$ cat src/rtl/tdm_fmt_pkg.sv
package tdm_fmt_pkg;

  typedef enum logic {
    FMT_STBUS = 1'b0,
    FMT_GCI   = 1'b1
  } fmt_e;

  // Clocks in one frame for the given channel, bit and clock-per-bit counts.
  function automatic int unsigned frame_len(input int unsigned chans,
                                            input int unsigned bits,
                                            input int unsigned cpb);
    return chans * bits * cpb;
  endfunction

  // A pulse at the high level means GCI framing; a low pulse means ST-BUS.
  function automatic fmt_e level_to_fmt(input logic lvl);
    return lvl ? FMT_GCI : FMT_STBUS;
  endfunction

  // In ST-BUS framing the bit boundary lies on the falling clock edge.
  function automatic logic boundary_on_fall(input fmt_e f);
    return (f == FMT_STBUS);
  endfunction

endpackage

$ cat src/rtl/tfd_pulse_qual.sv
module tfd_pulse_qual
  import tdm_fmt_pkg::*;
#(
  parameter int unsigned MAX_PW = 2
) (
  input  logic clk,
  input  logic rst_n,
  input  logic fp_in,
  output logic pulse_evt,
  output fmt_e pulse_pol
);
  localparam int unsigned RUN_W = $clog2(MAX_PW + 2);
  localparam logic [RUN_W-1:0] RUN_MAX = '1;

  logic             fp_q;
  logic [RUN_W-1:0] run_len;
  logic             lvl_change;

  assign lvl_change = (fp_in != fp_q);
  assign pulse_evt  = lvl_change && (run_len <= RUN_W'(MAX_PW));
  assign pulse_pol  = level_to_fmt(fp_q);

  always_ff @(posedge clk) begin
    if (!rst_n) begin
      fp_q    <= 1'b0;
      run_len <= RUN_MAX;
    end else begin
      fp_q <= fp_in;
      if (lvl_change)
        run_len <= RUN_W'(1);
      else if (run_len != RUN_MAX)
        run_len <= run_len + RUN_W'(1);
    end
  end


  pulse_run_chk: assert property (@(posedge clk) disable iff (!rst_n)
    pulse_evt |-> (run_len != '0));

endmodule

$ cat src/rtl/tfd_lock.sv
module tfd_lock
  import tdm_fmt_pkg::*;
#(
  parameter int unsigned FRAME_CLKS = 512
) (
  input  logic clk,
  input  logic rst_n,
  input  logic pulse_evt,
  input  fmt_e pulse_pol,
  output logic locked,
  output fmt_e fmt,
  output logic realign
);
  localparam int unsigned GAP_W = $clog2(FRAME_CLKS) + 1;
  localparam logic [GAP_W-1:0] GAP_MAX  = '1;
  localparam logic [GAP_W-1:0] GAP_LAST = GAP_W'(FRAME_CLKS - 1);

  logic [GAP_W-1:0] gap;
  fmt_e             cand;

  assign realign = pulse_evt && (pulse_pol == cand) && (gap == GAP_LAST);

  always_ff @(posedge clk) begin
    if (!rst_n) begin
      gap    <= GAP_MAX;
      cand   <= FMT_STBUS;
      locked <= 1'b0;
      fmt    <= FMT_STBUS;
    end else if (pulse_evt) begin
      gap  <= '0;
      cand <= pulse_pol;
      if (realign) begin
        locked <= 1'b1;
        fmt    <= pulse_pol;
      end else begin
        locked <= 1'b0;
      end
    end else begin
      if (gap != GAP_MAX) gap <= gap + GAP_W'(1);
      if (gap == GAP_LAST) locked <= 1'b0;
    end
  end


  lock_needs_pulse_chk: assert property (@(posedge clk) disable iff (!rst_n)
    $rose(locked) |-> $past(pulse_evt));


  fmt_only_on_lock_chk: assert property (@(posedge clk) disable iff (!rst_n)
    !$stable(fmt) |-> (locked && !$past(locked)));

endmodule

$ cat src/rtl/tfd_slot_cnt.sv
module tfd_slot_cnt #(
  parameter int unsigned CHANNELS    = 32,
  parameter int unsigned BITS_PER_CH = 8,
  parameter int unsigned CLK_PER_BIT = 2
) (
  input  logic                           clk,
  input  logic                           rst_n,
  input  logic                           realign,
  input  logic                           locked,
  output logic [$clog2(BITS_PER_CH)-1:0] bit_idx,
  output logic [$clog2(CHANNELS)-1:0]    chan,
  output logic                           shift_en,
  output logic                           sample_en,
  output logic                           frame_start
);
  localparam int unsigned PH_W = (CLK_PER_BIT > 1) ? $clog2(CLK_PER_BIT) : 1;
  localparam int unsigned BI_W = $clog2(BITS_PER_CH);
  localparam int unsigned CH_W = $clog2(CHANNELS);

  logic [PH_W-1:0] phase;
  logic            last_ph, last_bit, last_ch;

  assign last_ph  = (phase == PH_W'(CLK_PER_BIT - 1));
  assign last_bit = (bit_idx == BI_W'(BITS_PER_CH - 1));
  assign last_ch  = (chan == CH_W'(CHANNELS - 1));

  always_ff @(posedge clk) begin
    if (!rst_n || realign) begin
      phase   <= '0;
      bit_idx <= '0;
      chan    <= '0;
    end else if (!last_ph) begin
      phase <= phase + PH_W'(1);
    end else begin
      phase <= '0;
      if (!last_bit) begin
        bit_idx <= bit_idx + BI_W'(1);
      end else begin
        bit_idx <= '0;
        chan    <= last_ch ? '0 : chan + CH_W'(1);
      end
    end
  end

  assign shift_en    = locked && (phase == '0);
  assign sample_en   = locked && last_ph;
  assign frame_start = locked && (phase == '0) && (bit_idx == '0) && (chan == '0);

  generate
    if (CLK_PER_BIT == 2) begin : g_two_phase

      sample_after_shift_chk: assert property (@(posedge clk) disable iff (!rst_n)
        (sample_en && $past(locked)) |-> $past(shift_en));
    end
  endgenerate


  frame_wrap_chk: assert property (@(posedge clk) disable iff (!rst_n)
    (locked && last_ch && last_bit && last_ph && !realign) |=> (chan == '0 && bit_idx == '0));

endmodule

$ cat src/rtl/tdm_frame_timing.sv
module tdm_frame_timing
  import tdm_fmt_pkg::*;
#(
  parameter int unsigned CHANNELS    = 32,
  parameter int unsigned BITS_PER_CH = 8,
  parameter int unsigned CLK_PER_BIT = 2,
  parameter int unsigned MAX_PW      = 2
) (
  input  logic                           clk,
  input  logic                           rst_n,
  input  logic                           fp_in,
  output logic                           locked,
  output logic                           fmt_gci,
  output logic                           bnd_on_fall,
  output logic                           shift_en,
  output logic                           sample_en,
  output logic                           frame_start,
  output logic [$clog2(BITS_PER_CH)-1:0] bit_idx,
  output logic [$clog2(CHANNELS)-1:0]    chan
);
  localparam int unsigned FRAME_CLKS = frame_len(CHANNELS, BITS_PER_CH, CLK_PER_BIT);

  logic pulse_evt;
  fmt_e pulse_pol;
  fmt_e fmt;
  logic realign;

  tfd_pulse_qual #(.MAX_PW(MAX_PW)) u_qual (
    .clk       (clk),
    .rst_n     (rst_n),
    .fp_in     (fp_in),
    .pulse_evt (pulse_evt),
    .pulse_pol (pulse_pol)
  );

  tfd_lock #(.FRAME_CLKS(FRAME_CLKS)) u_lock (
    .clk       (clk),
    .rst_n     (rst_n),
    .pulse_evt (pulse_evt),
    .pulse_pol (pulse_pol),
    .locked    (locked),
    .fmt       (fmt),
    .realign   (realign)
  );

  tfd_slot_cnt #(
    .CHANNELS    (CHANNELS),
    .BITS_PER_CH (BITS_PER_CH),
    .CLK_PER_BIT (CLK_PER_BIT)
  ) u_cnt (
    .clk         (clk),
    .rst_n       (rst_n),
    .realign     (realign),
    .locked      (locked),
    .bit_idx     (bit_idx),
    .chan        (chan),
    .shift_en    (shift_en),
    .sample_en   (sample_en),
    .frame_start (frame_start)
  );

  assign fmt_gci     = (fmt == FMT_GCI);
  assign bnd_on_fall = boundary_on_fall(fmt);


  lock_aligns_frame_chk: assert property (@(posedge clk) disable iff (!rst_n)
    $rose(locked) |-> (frame_start && shift_en));


  quiet_unlocked_chk: assert property (@(posedge clk) disable iff (!rst_n)
    !locked |-> !(shift_en || sample_en || frame_start));


  strobe_excl_chk: assert property (@(posedge clk) disable iff (!rst_n)
    $countones({shift_en, sample_en}) <= 1);

endmodule

$ cat config.mk
export PLATFORM = sky130hd
export DESIGN_NAME = tdm_frame_timing
export DESIGN_NICKNAME = d
export VERILOG_FILES = /design/src/rtl/tdm_fmt_pkg.sv /design/src/rtl/tfd_pulse_qual.sv /design/src/rtl/tfd_lock.sv /design/src/rtl/tfd_slot_cnt.sv /design/src/rtl/tdm_frame_timing.sv
export SDC_FILE = /design/constraint.sdc
export NUM_CORES = 1
export LEC_CHECK = 0
export BUFFER_PORTS_ARGS = -buffer_cell sky130_fd_sc_hd__buf_2
export CAP_MARGIN = 20
export CORE_ASPECT_RATIO = 0.8
export CORE_MARGIN = 2
export CORE_UTILIZATION = 50
export CTS_BUF_LIST = sky130_fd_sc_hd__clkbuf_4
export CTS_CLUSTER_SIZE = 25
export DETAILED_ROUTE_END_ITERATION = 8
export PLACE_DENSITY = 0.73
export SLEW_MARGIN = 0
export SYNTH_ARGS = -nofsm -noshare
export SYNTH_HDL_FRONTEND = slang
export SYNTH_SLANG_ARGS = --single-unit
export TNS_END_PERCENT = 30
$ cat constraint.sdc
create_clock -name clk -period 1.5 [get_ports clk]
set_input_delay 0.225 -clock clk [delete_from_list [all_inputs] [get_ports clk]]
set_output_delay 0.225 -clock clk [all_outputs]
set_load 0.02 [all_outputs]
==> impl_metrics.sql, run 1 <==
INSERT INTO impl_metrics (metric_group, metric, value, unit) VALUES
('logic_synthesis', 'synthesized_instance_count', '144', ''),
('sta', 'max_freq', '606', 'MHz'),
('setup_path', 'regToRegSetupSlack', '-40', 'ps'),
('floorplan', 'num_io_pins', '17', ''),
('finish', 'layout.cells.most_common', 'sky130_fd_sc_hd__dfxtp_1', ''),
('power', 'share_clk_of_total_power', '17.1', '%'),
('run_status', 'failed_checks', 'negative setup slack', ''),
('global_route', 'grt_usage', '22.1', '%'),
('logic_synthesis', 'synth-adder-area-share', '8.81', '%'),
('detailed_routing', 'highest-signal-layer', 'met4', ''),
('detailed_routing', 'vias_per_cell', '5.47', ''),
('logic_synthesis', 'main_combinational_cell_family_by_area_after_synthesis', 'simple AND/OR/NAND/NOR gates', ''),
('logic_synthesis', 'synthSimpleGateAreaFrac', '24.2', '%'),
('global_route', 'first_pass_grt_wire_length', '5.06', 'mm'),
('setup_path', 'critical_path.startpoint_type', 'flip-flop', ''),
('setup_path', 'worst_case_reg_to_reg_path_depth', '5', ''),
('sta', 'timing.final.ws_setup', '-150', 'ps'),
('clocking', 'h-tree-depth', '1', ''),
('clocking', 'clk_pin_slew', '130', 'ps'),
('logic_synthesis', 'yosysWarningCount', '0', ''),
('floorplan', 'row_count', '16', ''),
('power', 'p_sw_share', '33.2', '%'),
('clocking', 'numCtsBuffers', '3', ''),
('power', 'comb_power_share', '36.8', '%'),
('logic_synthesis', 'synthesis.nets', '156', ''),
('logic_synthesis', 'synthesis.area_per_instance', '8.87', 'um2'),
('power', 'power_report.internal_total', '1.21', 'mW'),
('logic_synthesis', 'synth-async-reset-ratio', '0', '%'),
('floorplan', 'chipWidth', '60.5', 'um'),
('setup_path', 'timing.setup.critical_path_class', 'flip-flop to output port', ''),
('run', 'timing.max_cap.violations', '0', ''),
('sta', 'timing_max_transition_violations_final', '0', ''),
('detailed_routing', 'wl_met2', '1.32', 'mm'),
('detailed_routing', 'route.vias.total', '1170', ''),
('sta', 'whs', '185', 'ps'),
('placed_design', 'setup_ws_pre_cts', '30.0', 'ps'),
('logic_synthesis', 'parity_gate_share_of_the_synthesized_area_counting_xor_and_xnor_cells', '2.74', '%'),
('sta', 'period_minus_slack', '1650', 'ps'),
('clocking', 'max_root_sink_buffers', '2', ''),
('finish', 'layout-area-overhead-vs-synth', '30.9', '%'),
('detailed_routing', 'wire_per_inst', '13.2', 'um'),
('finish', 'layout-drive-gt1-share', '36.0', '%'),
('finish', 'finish.utilization', '68.4', '%'),
('sta', 'final.setup_skew', '7.39', 'ps'),
('sta', 'hold_violations', '0', ''),
('sta', 'actual_slew_at_the_worst_max_slew_pin', '352', 'ps'),
('sta', 'part_of_the_cycle_the_worst_path_needs', '110', '%'),
('detailed_routing', 'drc_errors', '0', ''),
('finish', 'final-instance-count-excl-fill', '214', ''),
('clocking', 'cts_num_sinks', '25', ''),
('logic_synthesis', 'synth-edff-count', '0', ''),
('power', 'p_per_area', '1090', 'mW/mm2'),
('logic_synthesis', 'ys_seq_area_share', '39.2', '%'),
('run_status', 'outcome', 'finished, violations left', ''),
('floorplan', 'start_util', '52.3', '%'),
('power', 'p_leak', '0.741', 'nW'),
('detailed_routing', 'drt_pre_antenna_iters', '4', ''),
('power', 'max-vdd-ir-drop', '0.000879', 'V'),
('setup_path', 'capturing_element_type_of_the_critical_path', 'output port', ''),
('detailed_routing', 'drt_iter0_markers', '46', ''),
('placed_design', 'placedInstanceArea', '0.00156', 'mm2'),
('floorplan', 'die_height', '49.2', 'um'),
('sta', 'setup-violations-final', '2', ''),
('hold_path', 'hold_removal_path_class', 'primary input to flip-flop', ''),
('hold_path', 'min_delay_path_depth', '3', ''),
('placed_design', 'gp_congestion', '0.876', ''),
('clocking', 'tritoncts', 'yes', ''),
('sta', 'setup-tns-final', '-194', 'ps'),
('power', 'netSwitchingPower', '0.604', 'mW'),
('logic_synthesis', 'synth_compound_gate_area_share', '15.6', '%'),
('finish', 'fin_nets', '191', '');
[worst paths after layout]
path	from	to
hold / removal	fp_in	u_qual.fp_q
hold reg to reg	u_lock.fmt	u_lock.fmt
setup / recovery	u_cnt.bit_idx[1]	frame_start
setup reg to reg	u_cnt.chan[1]	u_cnt.chan[2]
[per-layer routing]
metal,GRT usage [%],vias to the layer above
li1,-,589
met1,29.9,559
met2,36.8,20
met3,4.77,2
met4,3.26,0
met5,0,-
[layout make-up]
class	instances	area (um2)
multi-input cells	104	801
fillers	213	771
flip-flops and latches	25	515
repair buffers	37	248
well taps	36	45.0
inverters	8	32.5
clock buffers	4	30.0
[critical path, stage by stage, from the launching register on]
cell                      delay [ps]
sky130_fd_sc_hd__dfxtp_4         370
sky130_fd_sc_hd__inv_4            50
sky130_fd_sc_hd__ha_4            130
sky130_fd_sc_hd__nor4b_4         200
sky130_fd_sc_hd__and4b_1         240
sky130_fd_sc_hd__buf_6           120
[synthesized netlist by cell type (2+ instances only)]
| master | n | share of area, % |
|---|---|---|
| sky130_fd_sc_hd__buf_4 | 3 | 1.8 |
| sky130_fd_sc_hd__dfxtp_1 | 25 | 39 |
| sky130_fd_sc_hd__nor3_1 | 3 | 1.2 |
| sky130_fd_sc_hd__ha_1 | 9 | 8.8 |
| sky130_fd_sc_hd__nor2_1 | 10 | 2.9 |
| sky130_fd_sc_hd__a31oi_1 | 5 | 2.4 |
| sky130_fd_sc_hd__inv_1 | 8 | 2.4 |
| sky130_fd_sc_hd__nand3_1 | 6 | 2.4 |
| sky130_fd_sc_hd__and2_1 | 2 | 0.98 |
| sky130_fd_sc_hd__o21ai_0 | 8 | 3.1 |
| sky130_fd_sc_hd__and4b_1 | 2 | 1.6 |
| sky130_fd_sc_hd__and3_1 | 4 | 2.0 |
| sky130_fd_sc_hd__nand4_1 | 3 | 1.5 |
| sky130_fd_sc_hd__xnor2_1 | 3 | 2.1 |
| sky130_fd_sc_hd__nand2_1 | 12 | 3.5 |
| sky130_fd_sc_hd__and4_1 | 4 | 2.7 |
| sky130_fd_sc_hd__o31ai_1 | 3 | 1.8 |
| sky130_fd_sc_hd__clkbuf_1 | 2 | 0.59 |
| sky130_fd_sc_hd__mux2i_1 | 4 | 3.1 |
| sky130_fd_sc_hd__a21oi_1 | 10 | 3.9 |
| sky130_fd_sc_hd__nand3b_1 | 2 | 1.2 |
[power groups by stage]
stage	combinational (mW)	clock, mW	sequential [mW]
after detailed placement	0.624	0	0.849
after floorplan	0.445	0	0.853
after global routing	0.753	0.355	0.855
after CTS	0.646	0.330	0.832
after global placement	0.599	0	0.842
final	0.668	0.311	0.837
[repair_timing]
item / CTS / global route
setup endpoints to repair: 1 / 13
gates resized for setup: 9 / 10
setup buffers: 2 / 0
hold endpoints to repair: 0 / 0
hold buffers: 0 / 0
pin swaps: 2 / 4
[state kept, by name, summed over array words and instances, names as in the netlist]
name / flops
u_cnt.bit_idx: 3
u_cnt.chan: 5
u_cnt.last_ph: 1
u_lock.cand: 1
u_lock.fmt: 1
u_lock.gap: 10
u_lock.locked: 1
u_qual.fp_q: 1
u_qual.run_len: 2
[kinds of logic (layout without fill, tap and decap cells)]
logic type                 Yosys count  in the layout
muxes                                5              5
DFF                                 25             25
buffers and inverters               15             49
adders and majority gates            9              9
and+or+nand+nor                     53             53
AOI/OAI and AO/OA                   33             33
xor gates and xnor gates             4              4
Power figures use the tool's default switching activity.
==> inputs of run 2 (changes only) <==
SYNTH_HIERARCHICAL = 1   (was default)
==> run 2 against run 1 <==
  * The run still ends with negative setup slack left
  * Final cell count did not move
  * Global-route usage fell by 0.20 points
  * Sequential power rose by 12%
  * Combinational power rose by 44%
  * Count of clock-buffer cells in the layout did not move
  * Critical endpoint unchanged
==> impl_metrics.sql, run 2 <==
INSERT INTO impl_metrics (metric_group, metric, value, unit) VALUES
('run_status', 'outcome', 'finished, violations left', ''),
('run_status', 'failed_checks', 'negative setup slack', ''),
('logic_synthesis', 'synthesized_instance_count', '140', ''),
('sta', 'timing_max_transition_violations_final', '0', ''),
('detailed_routing', 'drt_iter0_markers', '39', ''),
('sta', 'setup-violations-final', '3', ''),
('floorplan', 'design.core.area', '0.00244', 'mm2'),
('placed_design', 'port_buffers', '16', ''),
('setup_path', 'regToRegSetupSlack', '-70', 'ps'),
('hold_path', 'min_to', 'u_qual/fp_q', ''),
('sta', 'max_freq', '621', 'MHz'),
('detailed_routing', 'drtAntennaViolNets', '0', ''),
('floorplan', 'num_io_pins', '17', ''),
('setup_path', 'crit-reg2reg-capture', 'u_cnt/chan[2]', ''),
('setup_path', 'critical_path_required', '1270', 'ps'),
('finish', 'registers.top_by_ff_count', 'u_lock/gap', ''),
('logic_synthesis', 'synth_top_cell_by_area', 'sky130_fd_sc_hd__dfxtp_1', ''),
('sta', 'period_minus_slack', '1610', 'ps'),
('finish', 'biggestRegsByFlops', 'u_lock/gap x10, u_cnt/chan x5, u_cnt/bit_idx x3', ''),
('sta', 'actual_slew_at_the_worst_max_slew_pin', '316', 'ps'),
('finish', 'layout-drive-gt1-share', '40.4', '%'),
('power', 'p_leak', '0.730', 'nW'),
('floorplan', 'die_height', '49.5', 'um'),
('clocking', 'max_root_sink_buffers', '2', ''),
('finish', 'layout-area-overhead-vs-synth', '37.0', '%'),
('setup_path', 'capturing_element_type_of_the_critical_path', 'output port', ''),
('setup_path', 'critical_path.startpoint_type', 'flip-flop', ''),
('logic_synthesis', 'synthesis.nets', '152', ''),
('logic_synthesis', 'number_of_storage_elements_in_the_synthesis_netlist', '25', ''),
('finish', 'fillers', '197', ''),
('sta', 'rsz_0062_raised_after_global_routing', 'true', ''),
('detailed_routing', 'route.vias.total', '1186', ''),
('floorplan', 'chipWidth', '60.8', 'um'),
('finish', 'final_cell_mix', 'sky130_fd_sc_hd__buf_4 (21), sky130_fd_sc_hd__dfxtp_1 (17), sky130_fd_sc_hd__buf_2 (15), sky130_fd_sc_hd__nand3_1 (10)', ''),
('finish', 'finish.utilization', '72.4', '%'),
('clocking', 'tritoncts', 'yes', ''),
('floorplan', 'row_count', '16', ''),
('hold_path', 'hold_path_startpoint', 'fp_in', ''),
('setup_path', 'crit_path_max_fanout', '2', ''),
('global_route', 'grt_max_degree', '16', ''),
('placed_design', 'place.detailed.hpwl', '2.11', 'mm'),
('clocking', 'clk_pin_slew', '130', 'ps'),
('logic_synthesis', 'ys_seq_area_share', '38.8', '%'),
('power', 'p_per_area', '1250', 'mW/mm2'),
('floorplan', 'die_area', '0.00301', 'mm2'),
('sta', 'timing.final.ws_setup', '-110', 'ps'),
('logic_synthesis', 'dominantRegCellSynth', 'sky130_fd_sc_hd__dfxtp_1', ''),
('detailed_routing', 'drt_pre_antenna_iters', '4', ''),
('floorplan', 'start_util', '52.9', '%'),
('clocking', 'cts_num_sinks', '25', ''),
('clocking', 'cts_root_buf', 'sky130_fd_sc_hd__clkbuf_4', ''),
('logic_synthesis', 'yosysWarningCount', '6', ''),
('clocking', 'numCtsBuffers', '3', ''),
('setup_path', 'timing.setup.critical_path_class', 'flip-flop to output port', ''),
('sta', 'whs', '193', 'ps'),
('detailed_routing', 'wire_per_inst', '13.6', 'um'),
('hold_path', 'min_delay_path_depth', '2', ''),
('sta', 'final.setup_skew', '11.8', 'ps'),
('finish', 'layout.cells.most_common', 'sky130_fd_sc_hd__buf_4', ''),
('setup_path', 'worstReg2RegStart', 'u_cnt/bit_idx[0]', ''),
('global_route', 'first_global_vias', '1146', ''),
('logic_synthesis', 'synth.top_cell.area_share', '38.8', '%'),
('setup_path', 'arrival', '1390', 'ps'),
('power', 'max-vdd-ir-drop', '0.000905', 'V'),
('detailed_routing', 'routed_wl', '2.91', 'mm'),
('setup_path', 'worst_case_reg_to_reg_path_depth', '6', ''),
('detailed_routing', 'drc_errors', '0', ''),
('finish', 'max_reg_flops', '10', ''),
('global_route', 'grt_usage', '21.9', '%'),
('placed_design', 'gp_congestion', '0.877', ''),
('sta', 'slew_headroom', '78.6', '%'),
('logic_synthesis', 'ys_types', '43', ''),
('logic_synthesis', 'synth-edff-count', '0', ''),
('global_route', 'gr-total-overflow', '0', ''),
('hold_path', 'hold_removal_path_class', 'primary input to flip-flop', ''),
('run', 'timing.max_cap.violations', '0', ''),
('clocking', 'h-tree-depth', '1', ''),
('logic_synthesis', 'post_synth_most_frequent_cells', 'sky130_fd_sc_hd__dfxtp_1 (25), sky130_fd_sc_hd__nand3_1 (10), sky130_fd_sc_hd__ha_1 (9), sky130_fd_sc_hd__inv_1 (8), sky130_fd_sc_hd__nor2_1 (8)', ''),
('detailed_routing', 'vias_per_cell', '5.54', ''),
('clocking', 'worstSkewPairLatency', '320', 'ps'),
('logic_synthesis', 'synth-async-reset-ratio', '0', '%'),
('logic_synthesis', 'yosysMostFrequentCell', 'sky130_fd_sc_hd__dfxtp_1', ''),
('logic_synthesis', 'synth.area.top_cells', 'sky130_fd_sc_hd__dfxtp_1 (39%), sky130_fd_sc_hd__ha_1 (8.7%), sky130_fd_sc_hd__nand3_1 (3.9%)', ''),
('sta', 'hold_violations', '0', ''),
('logic_synthesis', 'synth_area', '0.00129', 'mm2'),
('finish', 'fin_nets', '191', ''),
('logic_synthesis', 'synthesis.area_per_instance', '9.22', 'um2'),
('global_route', 'first_pass_grt_wire_length', '5.07', 'mm'),
('finish', 'antenna-diode-count', '0', ''),
('global_route', 'antenna_found_initial', '0', ''),
('sta', 'part_of_the_cycle_the_worst_path_needs', '107', '%');
==> run 2: changes by cell type in the layout (fill, tap and decap cells not counted), sizes merged, moves of 3 or more <==
cell,before,now
o21ai,9,4
nand2,12,8
nand3,6,10
a21oi,10,7
a31oi,5,2
nand2b,0,3
==> run 2: cell type report <==
type                       count  area (um2)  area share, %
timing repair buffer          38         255           14.4
sequential                    25         520           29.4
multi-input combinational    102         880           49.7
clock buffer                   4        30.0           1.70
inverter                       9        38.8           2.19
tap                           36        45.0           2.55
==> run 2: where the power goes <==
part / total [mW] / switching, mW / leakage [nW] / internal, mW
clock: 0.318 / 0.195 / 0.0184 / 0.122
sequential: 0.935 / 0.149 / 0.209 / 0.786
combinational: 0.962 / 0.490 / 0.503 / 0.473
==> run 2: per-stage QoR <==
stage / setup slack (ps) / std cells / TNS [ps] / power [mW] / area [um2]
6_report: -110 / 214 / -216 / 2.21 / 1770
5_1_grt: -180 / 214 / -436 / 2.37 / 1770
4_1_cts: -139 / 214 / -244 / 2.17 / 1730
3_5_place_dp: -34.8 / 208 / -87.5 / 1.81 / 1630
3_3_place_gp: 22.6 / 208 / 0 / 1.77 / 1630
2_1_floorplan: -9.91 / 140 / -17.7 / 1.47 / 1360
==> run 2: critical path: stages, from the launching register on <==
cell	delay, ps
sky130_fd_sc_hd__dfxtp_4	370
sky130_fd_sc_hd__inv_4	50
sky130_fd_sc_hd__ha_4	120
sky130_fd_sc_hd__nor4b_4	170
sky130_fd_sc_hd__and4b_1	240
sky130_fd_sc_hd__buf_6	120
==> run 2: timing repair <==
item | 4_1_cts | 5_1_grt
resized for setup | 11 | 14
hold buffers | 0 | 0
endpoints found under the setup margin | 6 | 16
pin swaps | 6 | 5
endpoints found under the hold margin | 0 | 0
buffers inserted | 2 | 1
==> run 2: layer usage <==
| layer | share of wire [%] | GRT usage [%] | up-vias |
|---|---|---|---|
| li1 | - | - | 595 |
| met1 | 50 | 31.8 | 561 |
| met2 | 46 | 33.3 | 28 |
| met3 | 3.9 | 5.51 | 2 |
| met4 | 0.34 | 3.62 | 0 |
| met5 | 0 | 0 | - |
==> run 2: kinds of logic after synthesis <==
kind of cell | share of synthesized area, %
buffers and inverters | 3.88
flip-flops | 38.8
AND/OR/NAND/NOR | 26.1
AO/OA/AOI/OAI | 15.2
adder cells (fa/ha/maj) | 8.72
XOR/XNOR | 3.39
multiplexers | 3.97
==> run 2: worst max-delay path by stage <==
| stage | from | slack (ps) | to |
|---|---|---|---|
| 6_report | u_cnt/bit_idx[0] | -110 | frame_start |
| 3_3_place_gp | u_cnt/chan[1] | 20 | u_cnt/chan[3] |
| 5_1_grt | u_cnt/bit_idx[0] | -180 | frame_start |
| 4_1_cts | u_cnt/bit_idx[1] | -140 | frame_start |
| 3_5_place_dp | fp_in | -30 | u_lock/gap[5] |
| 2_1_floorplan | u_cnt/bit_idx[0] | -10 | u_cnt/chan[2] |
